## config.mk

```make
export PLATFORM = sky130hd
export DESIGN_NAME = stk4_core
export DESIGN_NICKNAME = d
export VERILOG_FILES = /design/src/rtl/stk4_pkg.sv /design/src/rtl/stk4_alu.sv /design/src/rtl/stk4_decode.sv /design/src/rtl/stk4_seq.sv /design/src/rtl/stk4_core.sv
export SDC_FILE = /design/constraint.sdc
export NUM_CORES = 1
export LEC_CHECK = 0
export BUFFER_PORTS_ARGS = -buffer_cell sky130_fd_sc_hd__buf_2
export CAP_MARGIN = 20
export CORE_MARGIN = 10
export CORE_UTILIZATION = 30
export DETAILED_ROUTE_END_ITERATION = 10
export GPL_TIMING_DRIVEN = 1
export PLACE_DENSITY = 0.54
export SETUP_SLACK_MARGIN = 0.05
export SYNTH_ARGS = -nofsm -noshare
export SYNTH_HDL_FRONTEND = slang
export SYNTH_HIERARCHICAL = 1
export SYNTH_SLANG_ARGS = --single-unit
export TNS_END_PERCENT = 100
```

## constraint.sdc

```tcl
create_clock -name clk -period 3.65 [get_ports clk]
set_clock_uncertainty 0.15 [all_clocks]
set_input_delay 0.365 -clock clk [delete_from_list [all_inputs] [get_ports clk]]
set_output_delay 0.365 -clock clk [all_outputs]
set_load 0.02 [all_outputs]
```

## src/rtl/stk4_pkg.sv

```systemverilog
package stk4_pkg;

   typedef enum logic [3:0] {
      OP_ADD   = 4'h0,
      OP_SUB   = 4'h1,
      OP_AND   = 4'h2,
      OP_OR    = 4'h3,
      OP_COMP  = 4'h4,
      OP_INCR  = 4'h5,
      OP_ROR   = 4'h6,
      OP_ASR   = 4'h7,
      OP_PUSHC = 4'h8,
      OP_PUSH  = 4'h9,
      OP_POP   = 4'hA,
      OP_JSR   = 4'hB,
      OP_RTS   = 4'hC,
      OP_BRZ   = 4'hD,
      OP_BRN   = 4'hE,
      OP_JMP   = 4'hF
   } opc_e;

   typedef enum logic [1:0] {
      PH_FETCH = 2'd0,
      PH_EXT   = 2'd1,
      PH_EXEC  = 2'd2
   } phase_e;

endpackage

```

## src/rtl/stk4_alu.sv

```systemverilog
module stk4_alu
   import stk4_pkg::*;
#(
   parameter int DW = 4
) (
   input  logic [1:0]    sel,
   input  logic          unary,
   input  logic [DW-1:0] lhs,
   input  logic [DW-1:0] rhs,
   output logic [DW-1:0] res
);

   localparam logic [DW-1:0] D_ONE = {{(DW-1){1'b0}}, 1'b1};

   logic [DW-1:0] ror_v;
   logic [DW-1:0] asr_v;

   for (genvar i = 0; i < DW; i++) begin : g_shift
      if (i == DW-1) begin : g_msb
         assign ror_v[i] = lhs[0];
         assign asr_v[i] = lhs[DW-1];
      end else begin : g_low
         assign ror_v[i] = lhs[i+1];
         assign asr_v[i] = lhs[i+1];
      end
   end

   always_comb begin
      case ({unary, sel})
         3'b000:  res = lhs + rhs;
         3'b001:  res = lhs - rhs;
         3'b010:  res = lhs & rhs;
         3'b011:  res = lhs | rhs;
         3'b100:  res = ~lhs;
         3'b101:  res = lhs + D_ONE;
         3'b110:  res = ror_v;
         default: res = asr_v;
      endcase
   end

endmodule

```

## src/rtl/stk4_decode.sv

```systemverilog
module stk4_decode
   import stk4_pkg::*;
(
   input  opc_e       op,
   output logic [1:0] n_ext,
   output logic       two_step,
   output logic       is_un
);

   always_comb begin
      n_ext    = 2'd0;
      two_step = 1'b0;
      is_un    = 1'b0;
      case (op)
         OP_ADD, OP_SUB, OP_AND, OP_OR: two_step = 1'b1;
         OP_COMP, OP_INCR, OP_ROR, OP_ASR: is_un = 1'b1;
         OP_PUSHC: n_ext = 2'd1;
         OP_PUSH, OP_POP, OP_JSR: begin
            n_ext    = 2'd2;
            two_step = 1'b1;
         end
         OP_RTS: two_step = 1'b1;
         OP_BRZ, OP_BRN, OP_JMP: n_ext = 2'd2;
         default: n_ext = 2'd0;
      endcase
   end

endmodule

```

## src/rtl/stk4_seq.sv

```systemverilog
module stk4_seq
   import stk4_pkg::*;
(
   input  logic       clk,
   input  logic       rst_n,
   input  logic       hold,
   input  logic [1:0] n_ext,
   input  logic       two_step,
   output phase_e     phase,
   output logic       step,
   output logic       fetch_en,
   output logic       ext_en,
   output logic       last,
   output logic       held
);

   logic ext_idx;

   assign fetch_en = (phase == PH_FETCH) && !hold;
   assign held     = (phase == PH_FETCH) && hold;
   assign ext_en   = (phase == PH_EXT);
   assign last     = (phase == PH_EXEC) && (step || !two_step);

   always_ff @(posedge clk) begin
      if (!rst_n) begin
         phase   <= PH_FETCH;
         ext_idx <= 1'b0;
         step    <= 1'b0;
      end else begin
         case (phase)
            PH_FETCH: begin
               ext_idx <= 1'b0;
               step    <= 1'b0;
               if (!hold) begin
                  phase <= (n_ext != 2'd0) ? PH_EXT : PH_EXEC;
               end
            end
            PH_EXT: begin
               if ({1'b0, ext_idx} == n_ext - 2'd1) begin
                  phase <= PH_EXEC;
                  step  <= 1'b0;
               end else begin
                  ext_idx <= 1'b1;
               end
            end
            PH_EXEC: begin
               if (last) begin
                  phase <= PH_FETCH;
                  step  <= 1'b0;
               end else begin
                  step <= 1'b1;
               end
            end
            default: phase <= PH_FETCH;
         endcase
      end
   end

endmodule

```

## src/rtl/stk4_core.sv

```systemverilog
module stk4_core
   import stk4_pkg::*;
#(
   parameter int DW = 4,
   parameter int AW = 2 * DW
) (
   input  logic          clk,
   input  logic          rst_n,
   input  logic          hold,
   output logic [AW-1:0] imem_addr,
   input  logic [DW-1:0] imem_rdata,
   output logic [AW-1:0] dmem_addr,
   output logic          dmem_we,
   output logic [DW-1:0] dmem_wdata,
   input  logic [DW-1:0] dmem_rdata,
   output logic [AW-1:0] pc,
   output logic [AW-1:0] tos,
   output logic          held,
   output logic          retire,
   output logic [3:0]    dbg_op
);

   localparam logic [AW-1:0] A_ONE = {{(AW-1){1'b0}}, 1'b1};

   if (DW < 4) begin : g_bad_dw
      $error("stk4_core: DW must be at least 4 to hold an opcode");
   end
   if (AW != 2 * DW) begin : g_bad_aw
      $error("stk4_core: AW must equal two data words");
   end

   logic [DW-1:0] ir;
   logic [AW-1:0] abuf;
   logic [DW-1:0] breg;
   logic [AW-1:0] pc_nx, tos_nx;
   logic [DW-1:0] breg_nx;
   logic [AW-1:0] tos_up, tos_dn;

   phase_e     phase;
   logic       step, fetch_en, ext_en;
   opc_e       ir_op, dec_op;
   logic [1:0] n_ext;
   logic       two_step, is_un;
   logic [DW-1:0] alu_res;

   assign ir_op  = opc_e'(ir[3:0]);
   assign dec_op = (phase == PH_FETCH) ? opc_e'(imem_rdata[3:0]) : ir_op;
   assign tos_up = tos + A_ONE;
   assign tos_dn = tos - A_ONE;

   stk4_decode u_dec (
      .op       (dec_op),
      .n_ext    (n_ext),
      .two_step (two_step),
      .is_un    (is_un)
   );

   stk4_seq u_seq (
      .clk      (clk),
      .rst_n    (rst_n),
      .hold     (hold),
      .n_ext    (n_ext),
      .two_step (two_step),
      .phase    (phase),
      .step     (step),
      .fetch_en (fetch_en),
      .ext_en   (ext_en),
      .last     (retire),
      .held     (held)
   );

   stk4_alu #(.DW(DW)) u_alu (
      .sel   (ir[1:0]),
      .unary (is_un),
      .lhs   (dmem_rdata),
      .rhs   (breg),
      .res   (alu_res)
   );

   always_comb begin
      pc_nx      = pc;
      tos_nx     = tos;
      breg_nx    = breg;
      dmem_addr  = tos;
      dmem_we    = 1'b0;
      dmem_wdata = alu_res;
      if (fetch_en || ext_en) begin
         pc_nx = pc + A_ONE;
      end
      if (phase == PH_EXEC) begin
         case (ir_op)
            OP_ADD, OP_SUB, OP_AND, OP_OR: begin
               if (!step) begin
                  breg_nx = dmem_rdata;
               end else begin
                  dmem_addr = tos_dn;
                  dmem_we   = 1'b1;
                  tos_nx    = tos_dn;
               end
            end
            OP_COMP, OP_INCR, OP_ROR, OP_ASR: dmem_we = 1'b1;
            OP_PUSHC: begin
               dmem_addr  = tos_up;
               dmem_we    = 1'b1;
               dmem_wdata = abuf[DW-1:0];
               tos_nx     = tos_up;
            end
            OP_PUSH: begin
               if (!step) begin
                  dmem_addr = abuf;
                  breg_nx   = dmem_rdata;
               end else begin
                  dmem_addr  = tos_up;
                  dmem_we    = 1'b1;
                  dmem_wdata = breg;
                  tos_nx     = tos_up;
               end
            end
            OP_POP: begin
               if (!step) begin
                  breg_nx = dmem_rdata;
               end else begin
                  dmem_addr  = abuf;
                  dmem_we    = 1'b1;
                  dmem_wdata = breg;
                  tos_nx     = tos_dn;
               end
            end
            OP_JSR: begin
               dmem_addr  = tos_up;
               dmem_we    = 1'b1;
               tos_nx     = tos_up;
               dmem_wdata = step ? pc[AW-1:DW] : pc[DW-1:0];
               if (step) begin
                  pc_nx = abuf;
               end
            end
            OP_RTS: begin
               tos_nx = tos_dn;
               if (!step) begin
                  breg_nx = dmem_rdata;
               end else begin
                  pc_nx = {breg, dmem_rdata};
               end
            end
            OP_BRZ: if (dmem_rdata == '0) pc_nx = abuf;
            OP_BRN: if (dmem_rdata[DW-1]) pc_nx = abuf;
            OP_JMP: pc_nx = abuf;
            default: pc_nx = pc;
         endcase
      end
   end

   always_ff @(posedge clk) begin
      if (!rst_n) begin
         pc   <= '0;
         tos  <= '1;
         ir   <= '0;
         abuf <= '0;
         breg <= '0;
      end else begin
         pc   <= pc_nx;
         tos  <= tos_nx;
         breg <= breg_nx;
         if (fetch_en) begin
            ir <= imem_rdata;
         end
         if (ext_en) begin
            abuf <= {abuf[DW-1:0], imem_rdata};
         end
      end
   end

   assign imem_addr = pc;
   assign dbg_op    = ir[3:0];

endmodule

```

==> results of run 1 <==
==> state kept, by name (all words and copies together), names as in the netlist <==
| name | flops |
|---|---|
| abuf | 8 |
| breg | 4 |
| dbg_op | 4 |
| imem_addr | 8 |
| tos | 8 |
| u_seq/ext_idx | 1 |
| u_seq/phase | 2 |
| u_seq/step | 1 |
==> where the power goes <==
group          internal [uW]  leakage (uW)  switching, uW
sequential               441      0.000293           88.6
combinational            439       0.00121            665
clock                    248     0.0000667            169
total                   1130       0.00157            923
==> area by class of cell <==
type                       instances  area [um2]  area share, %
tap                              143         179           4.37
multi-input combinational        392        2600           63.6
sequential                        36         723           17.7
clock inverter                     1        5.00          0.122
timing repair buffer              69         392           9.56
inverter                          17        63.8           1.56
clock buffer                       6         129           3.15
==> critical path, cell delays in order (launching register included) <==
cell      delay (ns)
dfxtp_2         0.33
nor2_4          0.16
mux2_4          0.33
and2b_2         0.24
inv_2           0.06
o21ai_2         0.12
ha_2            0.19
inv_1           0.05
fa_2            0.35
xor2_2          0.19
nor2_1          0.07
a211oi_1        0.20
o22ai_1         0.12
o22a_1          0.21
buf_2           0.15
==> layer usage <==
layer	up-vias	track usage, %	part of all wire, %
met1	1851	18.7	45
met3	31	3.26	7.3
met5	-	0	0
met4	0	5.56	2.6
li1	1847	-	-
met2	184	23.1	45
==> worst max-delay path by stage <==
stage | from | to | depth (start not counted)
3_3_place_gp | u_seq/phase[1] | dmem_wdata[2] | 14
5_1_grt | u_seq/phase[0] | dmem_wdata[2] | 14
2_1_floorplan | dbg_op[3] | dmem_wdata[2] | 15
6_report | u_seq/phase[0] | dmem_wdata[2] | 14
3_5_place_dp | u_seq/phase[1] | dmem_wdata[2] | 14
4_1_cts | u_seq/phase[1] | dmem_wdata[2] | 14
==> logic make-up (layout without fill, tap and decap cells) <==
group                      Yosys count  in the layout  synth area share [%]
muxes                               22             22                  6.19
and+or+nand+nor                    178            178                  26.3
buffers and inverters               63             93                  9.25
DFF                                 36             36                  20.0
AOI/OAI and AO/OA                  162            162                  29.7
xor gates and xnor gates            18             18                  4.38
adders and majority gates           12             12                  4.17
==> cell usage in the layout, fill, tap and decap left out, types with 4 or more instances in the layout <==
cell type	count
a211oi_1	7
nand2b_1	8
nand3_1	10
nor2b_1	21
inv_1	16
nand4_1	5
a22o_1	5
and2_1	4
xor2_1	6
a31oi_1	7
o211ai_1	6
nor2_1	33
o21ai_0	34
a21o_1	4
xnor2_1	11
clkbuf_16	5
nand2_1	48
o21a_1	9
dfxtp_1	34
nor3_1	14
ha_1	6
nor3b_1	4
buf_4	16
mux2i_1	20
buf_2	52
o22ai_1	8
a21oi_1	38
==> through the flow <==
stage | cells | worst slack [ns] | TNS (ns) | hold slack, ns | area, um2
detailed placement | 654 | 0.118 | 0 | 0.384 | 3870
global route | 664 | -0.0171 | -0.0174 | 0.255 | 4100
global placement | 654 | 0.221 | 0 | 0.382 | 3870
CTS | 662 | 0.0369 | 0 | 0.226 | 4040
finish | 664 | 0.0711 | 0 | 0.224 | 4100
floorplan | 491 | 0.116 | 0 | 0.332 | 3600
==> timing repair <==
action	CTS	global route
hold endpoints to repair	0	0
resized for setup	10	10
pin swaps	3	7
endpoints found under the setup margin	3	3
buffers inserted	1	2
==> impl_metrics.ini, run 1 <==
[routing]
drt_pre_antenna_iters = 5
drt-initial-drc-count = 577
drc = 0
post_drt_wl_per_cell_um = 18.9
vias = 3913
post_drt_via_cell_ratio = 5.89
routed_wl_mm = 12.6
ant_nets = 0

[synthesis]
synthDistinctLibCells = 72
synth_top_cell_by_area = dfxtp_1
synthTopCellsByCount = 48 x nand2_1, 39 x a21oi_1, 37 x o21ai_0
synth_top_area_share_pct = 20.0
async_flop_share_pct = 0
synth_seq_area_share_pct = 20.0
synth_edf_count = 0
ys_ff_latch = 36
synthCells = 491
synth_top_flop_cell = dfxtp_1
netlist_top_cells_area = dfxtp_1 20%, mux2i_1 5.6%, a21oi_1 5.4%
synth_most_common_cell = nand2_1
syn-num-nets = 511
syn_avg_cell_area_um2 = 7.33
yosys_warnings = 6
netlist_area_um2 = 3600

[hold_path]
hold-path-cell-count = 3
worstHoldStart = imem_rdata[2]
holdCritPathClass = in2reg
min_to = dbg_op[2]

[die]
die-area_um2 = 16800
core_area_um2 = 11600
die_y_um = 130
start_util_pct = 31.1
num_io_pins = 54
fp.dieW_um = 130
num_rows = 39

[clocking]
numCtsBuffers = 5
clockBufferDepth = 2
h-tree-depth = 2
postCtsHoldBufs = 0
path_clk_slew_ns = 0.06
cts_tree = built
insertion_delay_ns = 0.28
clock_sinks = 36
clockRootBuffer = clkbuf_16

[finish]
finalCoreUtilization_pct = 35.4
layout.nets = 541
drive_above_1_share_pct = 19.8
nFillCells = 1237
n_antenna_cell = 0
syn_to_final_growth_pct = 13.8

[grt]
grt_start_max_net_pins = 37
grt_usage_pct = 14.5
grt_pass1_wl_mm = 19.9
grt-ovfl-total = 0
antenna_found_initial = 0
grt_pass1_vias = 3743

[setup_path]
ff2ff_path_depth = 6
cp.arrival_ns = 3.06
worstPathMaxFanout = 5
startpoint_type = flop
r2r_slack_ns = 1.05
critical_path_class = reg2out
cp_data_required_time_ns = 3.13
r2r-end = tos[2]
worstSetupEndpointType = output port
r2r-start = u_seq/step

[timing]
slew_headroom_pct = 34.0
fin_crit_sh_pct = 98.1
hold_violations = 0
finalMaxSlewViolations = 0
tightest_slew_ns = 0.980
period_needed_ns = 3.58
grt_setup_unrepaired = true
setup_viol_count_final = 0
achievable-frequency_ghz = 0.279

[place]
place_congestion = 0.980
io_buffers = 53
detailed_place_hpwl_mm = 9.00

[power]
total_power_uw = 2050
powerDensity_nw_per_um2 = 501
leakagePower_uw = 0.00157
ir_worst_vdd_uv = 239

[flow_run]
maxCapViolations = 0

[status]
status = finished, final reports clean
Power figures use the tool's default switching activity.
==> inputs of run 2 (changes only) <==
--- a/config.mk
+++ b/config.mk
@@ -11,7 +11,7 @@
 export CORE_UTILIZATION = 30
 export DETAILED_ROUTE_END_ITERATION = 10
 export GPL_TIMING_DRIVEN = 1
-export PLACE_DENSITY = 0.54
+export PLACE_DENSITY = 0.55
 export SETUP_SLACK_MARGIN = 0.05
 export SYNTH_ARGS = -nofsm -noshare
 export SYNTH_HDL_FRONTEND = slang
==> constraint.sdc (replaced) <==
create_clock -name clk -period 4 [get_ports clk]
set_clock_uncertainty 0.15 [all_clocks]
set_input_delay 0.4 -clock clk [delete_from_list [all_inputs] [get_ports clk]]
set_output_delay 0.4 -clock clk [all_outputs]
set_load 0.02 [all_outputs]
==> impl_metrics.ini, run 2 (same netlist as run 1, synthesis figures left out) <==
[die]
num_io_pins = 54
die_y_um = 130
die-area_um2 = 16800
core_area_um2 = 11600
num_rows = 39
fp.dieW_um = 130
start_util_pct = 31.1

[grt]
grt_pass1_vias = 3511
grt-ovfl-total = 0
grt_start_max_net_pins = 37
grt_usage_pct = 14.2
antenna_found_initial = 0
met2_usage_pct = 22.3
use_met1_pct = 19.1
grt-busiest-layer = met2
met3_usage_pct = 2.81
grt_pass1_wl_mm = 19.3

[power]
ir_worst_vdd_uv = 228
power.share.clock_pct = 24.3
power_switching_uw = 837
p_comb_share_pct = 49.9
powerDensity_nw_per_um2 = 471
p_sw_share_pct = 44.2
p_int_uw = 1060
leakagePower_uw = 0.00154
pwr-share-seq_pct = 25.8

[finish]
multiInputGateArea_um2 = 2560
nFillCells = 1240
layout.cells.non_filler = 659
final_cell_mix = 53 x buf_2, 48 x nand2_1, 39 x a21oi_1, 36 x o21ai_0, 36 x dfxtp_1
final_common_cell = buf_2
drive_above_1_share_pct = 17.1
n_antenna_cell = 0
seqCellArea_um2 = 721
finalInstanceArea_um2 = 4030
syn_to_final_growth_pct = 11.9
layout.nets = 535

[clocking]
clockBufferDepth = 2
insertion_delay_ns = 0.29
clock_sinks = 36
cts_tree = built
clockRootBuffer = clkbuf_16
numCtsBuffers = 5
postCtsHoldBufs = 0
h-tree-depth = 2
path_clk_slew_ns = 0.06

[setup_path]
critical_path_class = reg2out
path_cells = nor2_4 > mux2_2 > and2b_2 > inv_2 > o21ai_0 > ha_1 > inv_1 > fa_1 > xor2_2 > nor2_1 > a211oi_1 > o22ai_1 > o22a_1 > buf_2
cp_slowest_cell = fa_1
slowest_delay_ns = 0.40
cp.arrival_ns = 3.22
worstPathMaxFanout = 8
startpoint_type = flop
cp_data_required_time_ns = 3.45
worstSetupEndpointType = output port

[routing]
drt-initial-drc-count = 321
drt_pre_antenna_iters = 5
post_drt_via_cell_ratio = 5.73
drc = 0
ant_nets = 0
routed_wl_mm = 12.4
post_drt_wl_per_cell_um = 18.8
vias = 3773

[timing]
fin_crit_sh_pct = 94.3
slew_headroom_pct = 43.6
period_needed_ns = 3.77
tightest_slew_ns = 0.845
achievable-frequency_ghz = 0.265
setup-tns-final_ns = 0
finalMaxSlewViolations = 0
setup_viol_count_final = 0
grt_setup_unrepaired = false
fin_ws_ns = 0.228
hold_violations = 0

[status]
status = finished, final reports clean

[hold_path]
holdCritPathClass = in2reg

[place]
io_buffers = 53
post-place-cells = 649
place_congestion = 0.914
detailed_place_hpwl_mm = 8.91
place_ws_ns = 0.205
dpl_cell_area_um2 = 3830

[flow_run]
maxCapViolations = 0
[run 2: cell count changes in the layout (fill, tap and decap cells not counted), sizes merged]
cell	delta
bufinv	+1
buf	-6
[run 2: worst max-delay path, delay by kind of cell, from the launching register on]
kind	cells	cell delay [ns]
adders and majority gates	2	0.59
DFF	1	0.33
and+or+nand+nor	3	0.46
AOI/OAI and AO/OA	4	0.71
buffers and inverters	3	0.29
muxes	1	0.37
xor gates and xnor gates	1	0.17
[run 2: stage by stage]
stage | power [uW] | utilization (%) | hold WS [ns]
finish | 1890 | 34.8 | 0.258
global route | 2020 | 34.8 | 0.288
CTS | 1890 | 34.7 | 0.256
detailed placement | 1410 | 33.1 | 0.384
global placement | 1400 | 33.1 | 0.380
floorplan | 1180 | - | 0.332
[run 2: layout make-up]
| type | instances | share of cell area, % |
|---|---|---|
| Tap cell | 143 | 4.44 |
| Sequential cell | 36 | 17.9 |
| Inverter | 17 | 1.58 |
| Clock buffer | 6 | 3.20 |
| Clock inverter | 2 | 0.870 |
| Multi-Input combinational cell | 392 | 63.5 |
| Timing Repair Buffer | 63 | 8.45 |
[run 2: path summary, 6_finish.rpt]
kind                       start            end  slack, ns  cells past startpoint
setup / recovery  u_seq/phase[0]  dmem_wdata[2]       0.23                     14
hold / removal     imem_rdata[2]      dbg_op[2]       0.26                      3
setup reg to reg  u_seq/phase[0]   imem_addr[7]       1.28                      8
hold reg to reg    u_seq/ext_idx  u_seq/ext_idx       0.40                      1
[run 2: layer usage]
metal	routed length (um)	vias to the layer above	share of wire [%]
met5	0	-	0
met2	5650	135	46
met4	255	0	2.1
met3	788	22	6.4
li1	-	1838	-
met1	5690	1778	46
[run 2: what timing repair did]
| item | CTS | global route |
|---|---|---|
| pin swaps | 1 | 1 |
| setup buffers | 1 | 1 |
| resized for setup | 2 | 3 |
| cloned | 0 | 0 |
| endpoints found under the setup margin | 2 | 3 |
[run 2: power by group through the flow]
stage | Sequential, uW | Combinational (uW) | Clock [uW]
3_5_place_dp | 491 | 919 | 0
4_1_cts | 486 | 932 | 472
6_report | 489 | 946 | 461
2_1_floorplan | 475 | 706 | 0
5_1_grt | 495 | 1030 | 490
3_3_place_gp | 490 | 912 | 0
==> inputs of run 3 (changes only) <==
--- a/config.mk
+++ b/config.mk
@@ -8,10 +8,10 @@
 export BUFFER_PORTS_ARGS = -buffer_cell sky130_fd_sc_hd__buf_2
 export CAP_MARGIN = 20
 export CORE_MARGIN = 10
-export CORE_UTILIZATION = 30
+export CORE_UTILIZATION = 55
 export DETAILED_ROUTE_END_ITERATION = 10
 export GPL_TIMING_DRIVEN = 1
-export PLACE_DENSITY = 0.55
+export PLACE_DENSITY = 0.85
 export SETUP_SLACK_MARGIN = 0.05
 export SYNTH_ARGS = -nofsm -noshare
 export SYNTH_HDL_FRONTEND = slang
==> impl_metrics.ini, run 3 (same netlist as run 1, synthesis figures left out) <==
[place]
detailed_place_hpwl_mm = 8.00
io_buffers = 53
place_congestion = 1.02

[setup_path]
worstPathMaxFanout = 7
startpoint_type = flop
cp_slowest_cell = fa_1
ff2ff_path_depth = 7
cp_data_required_time_ns = 3.45
slowest_delay_ns = 0.37
worstSetupEndpointType = output port
r2r-end = tos[4]
path_cells = nor2_4 > mux2_4 > and2b_4 > clkinvlp_4 > o21ai_2 > ha_2 > inv_1 > fa_1 > xor2_1 > nor2_1 > a211oi_2 > o22ai_1 > o22a_1 > buf_2
r2r_slack_ns = 1.28
cp.arrival_ns = 3.31
critical_path_class = reg2out
r2r-start = u_seq/step
cp_top_family = compound AO/OA/AOI/OAI gates
timing.critical_path.buf_inv = 3

[hold_path]
holdCritPathClass = in2reg
worstHoldStart = imem_rdata[2]
min_to = dbg_op[2]
hold-path-cell-count = 3

[die]
die_y_um = 101
core_area_um2 = 6350
num_io_pins = 54
num_rows = 29
start_util_pct = 56.7
die-area_um2 = 10200
fp.dieW_um = 101

[routing]
drt_pre_antenna_iters = 6
drc = 0
drt-initial-drc-count = 516
routed_wl_mm = 11.0
ant_nets = 0
post_drt_wl_per_cell_um = 18.4
vias = 3998
post_drt_via_cell_ratio = 6.70

[clocking]
clockBufferDepth = 2
clockRootBuffer = clkbuf_8
clock_sinks = 36
numCtsBuffers = 5
insertion_delay_ns = 0.30
h-tree-depth = 2
cts_tree = built
path_clk_slew_ns = 0.08

[finish]
final_common_cell = buf_2
syn_to_final_growth_pct = 9.98
final_cell_mix = 53 x buf_2, 48 x nand2_1, 39 x a21oi_1, 35 x o21ai_0, 35 x dfxtp_1
n_antenna_cell = 0
layout.nets = 539
drive_above_1_share_pct = 18.8

[power]
leakagePower_uw = 0.00154
powerDensity_nw_per_um2 = 452
ir_worst_vdd_uv = 318
total_power_uw = 1790

[timing]
finalMaxSlewViolations = 0
period_needed_ns = 3.86
tightest_slew_ns = 0.833
achievable-frequency_ghz = 0.259
hold_violations = 0
slew_headroom_pct = 43.9
fin_crit_sh_pct = 96.4
setup_viol_count_final = 0
setup-tns-final_ns = 0

[flow_run]
maxCapViolations = 0

[grt]
grt_start_max_net_pins = 37
grt_pass1_wl_mm = 17.7
antenna_found_initial = 0
grt_usage_pct = 20.7
grt-ovfl-total = 0
grt_pass1_vias = 3626

[status]
status = finished, final reports clean
==> run 3: power by group <==
part	switching [uW]	total, uW	internal (uW)
combinational	594	979	385
sequential	79.9	481	401
clock	145	329	185
total	819	1790	971
==> run 3: what timing repair did <==
item / 4_1_cts / 5_1_grt
resized for setup: 3 / 11
hold endpoints to repair: 0 / 0
setup endpoints to repair: 3 / 3
hold buffers: 0 / 0
pin swaps: 0 / 5
buffers inserted: 0 / 5
==> run 3: area by class of cell <==
class,count,area (um2)
clock inverter,3,42.5
tap,77,96.3
inverter,17,67.6
fill,556,2390
clock buffer,5,68.8
sequential,36,722
multi-input combinational,392,2590
timing repair buffer,67,370
==> run 3: worst min-delay path: stages <==
cell and delay (ns):
buf_2 0.10, mux2i_1 0.06, nor2b_1 0.10
==> run 3: per-layer routing <==
layer | vias to the layer above | wire, um | global-route usage [%]
met4 | 0 | 438 | 7.93
met3 | 58 | 1010 | 3.43
met1 | 1847 | 4390 | 26.4
li1 | 1838 | - | -
met2 | 255 | 5140 | 33.9
met5 | - | 0 | 0
==> run 3: how the worst max path moves through the flow <==
stage / cells past startpoint / startpoint / to / slack (ns)
2_1_floorplan: 15 / dbg_op[3] / dmem_wdata[2] / 0.23
3_3_place_gp: 14 / u_seq/phase[1] / dmem_wdata[2] / 0.35
3_5_place_dp: 14 / u_seq/phase[1] / dmem_wdata[2] / 0.24
4_1_cts: 14 / u_seq/phase[1] / dmem_wdata[2] / 0.07
5_1_grt: 14 / u_seq/phase[0] / dmem_wdata[3] / -0.009
6_report: 14 / u_seq/phase[0] / dmem_wdata[2] / 0.14
==> run 3: metrics by stage <==
stage / worst slack, ns / std cells / util, % / instance area, um2 / hold WS (ns)
floorplan: 0.228 / 491 / - / 3600 / 0.332
global placement: 0.347 / 584 / 59.2 / 3760 / 0.382
detailed placement: 0.241 / 584 / 59.2 / 3760 / 0.390
CTS: 0.0659 / 592 / 61.1 / 3880 / 0.247
global route: -0.00906 / 597 / 62.3 / 3960 / 0.268
finish: 0.143 / 597 / 62.3 / 3960 / 0.247
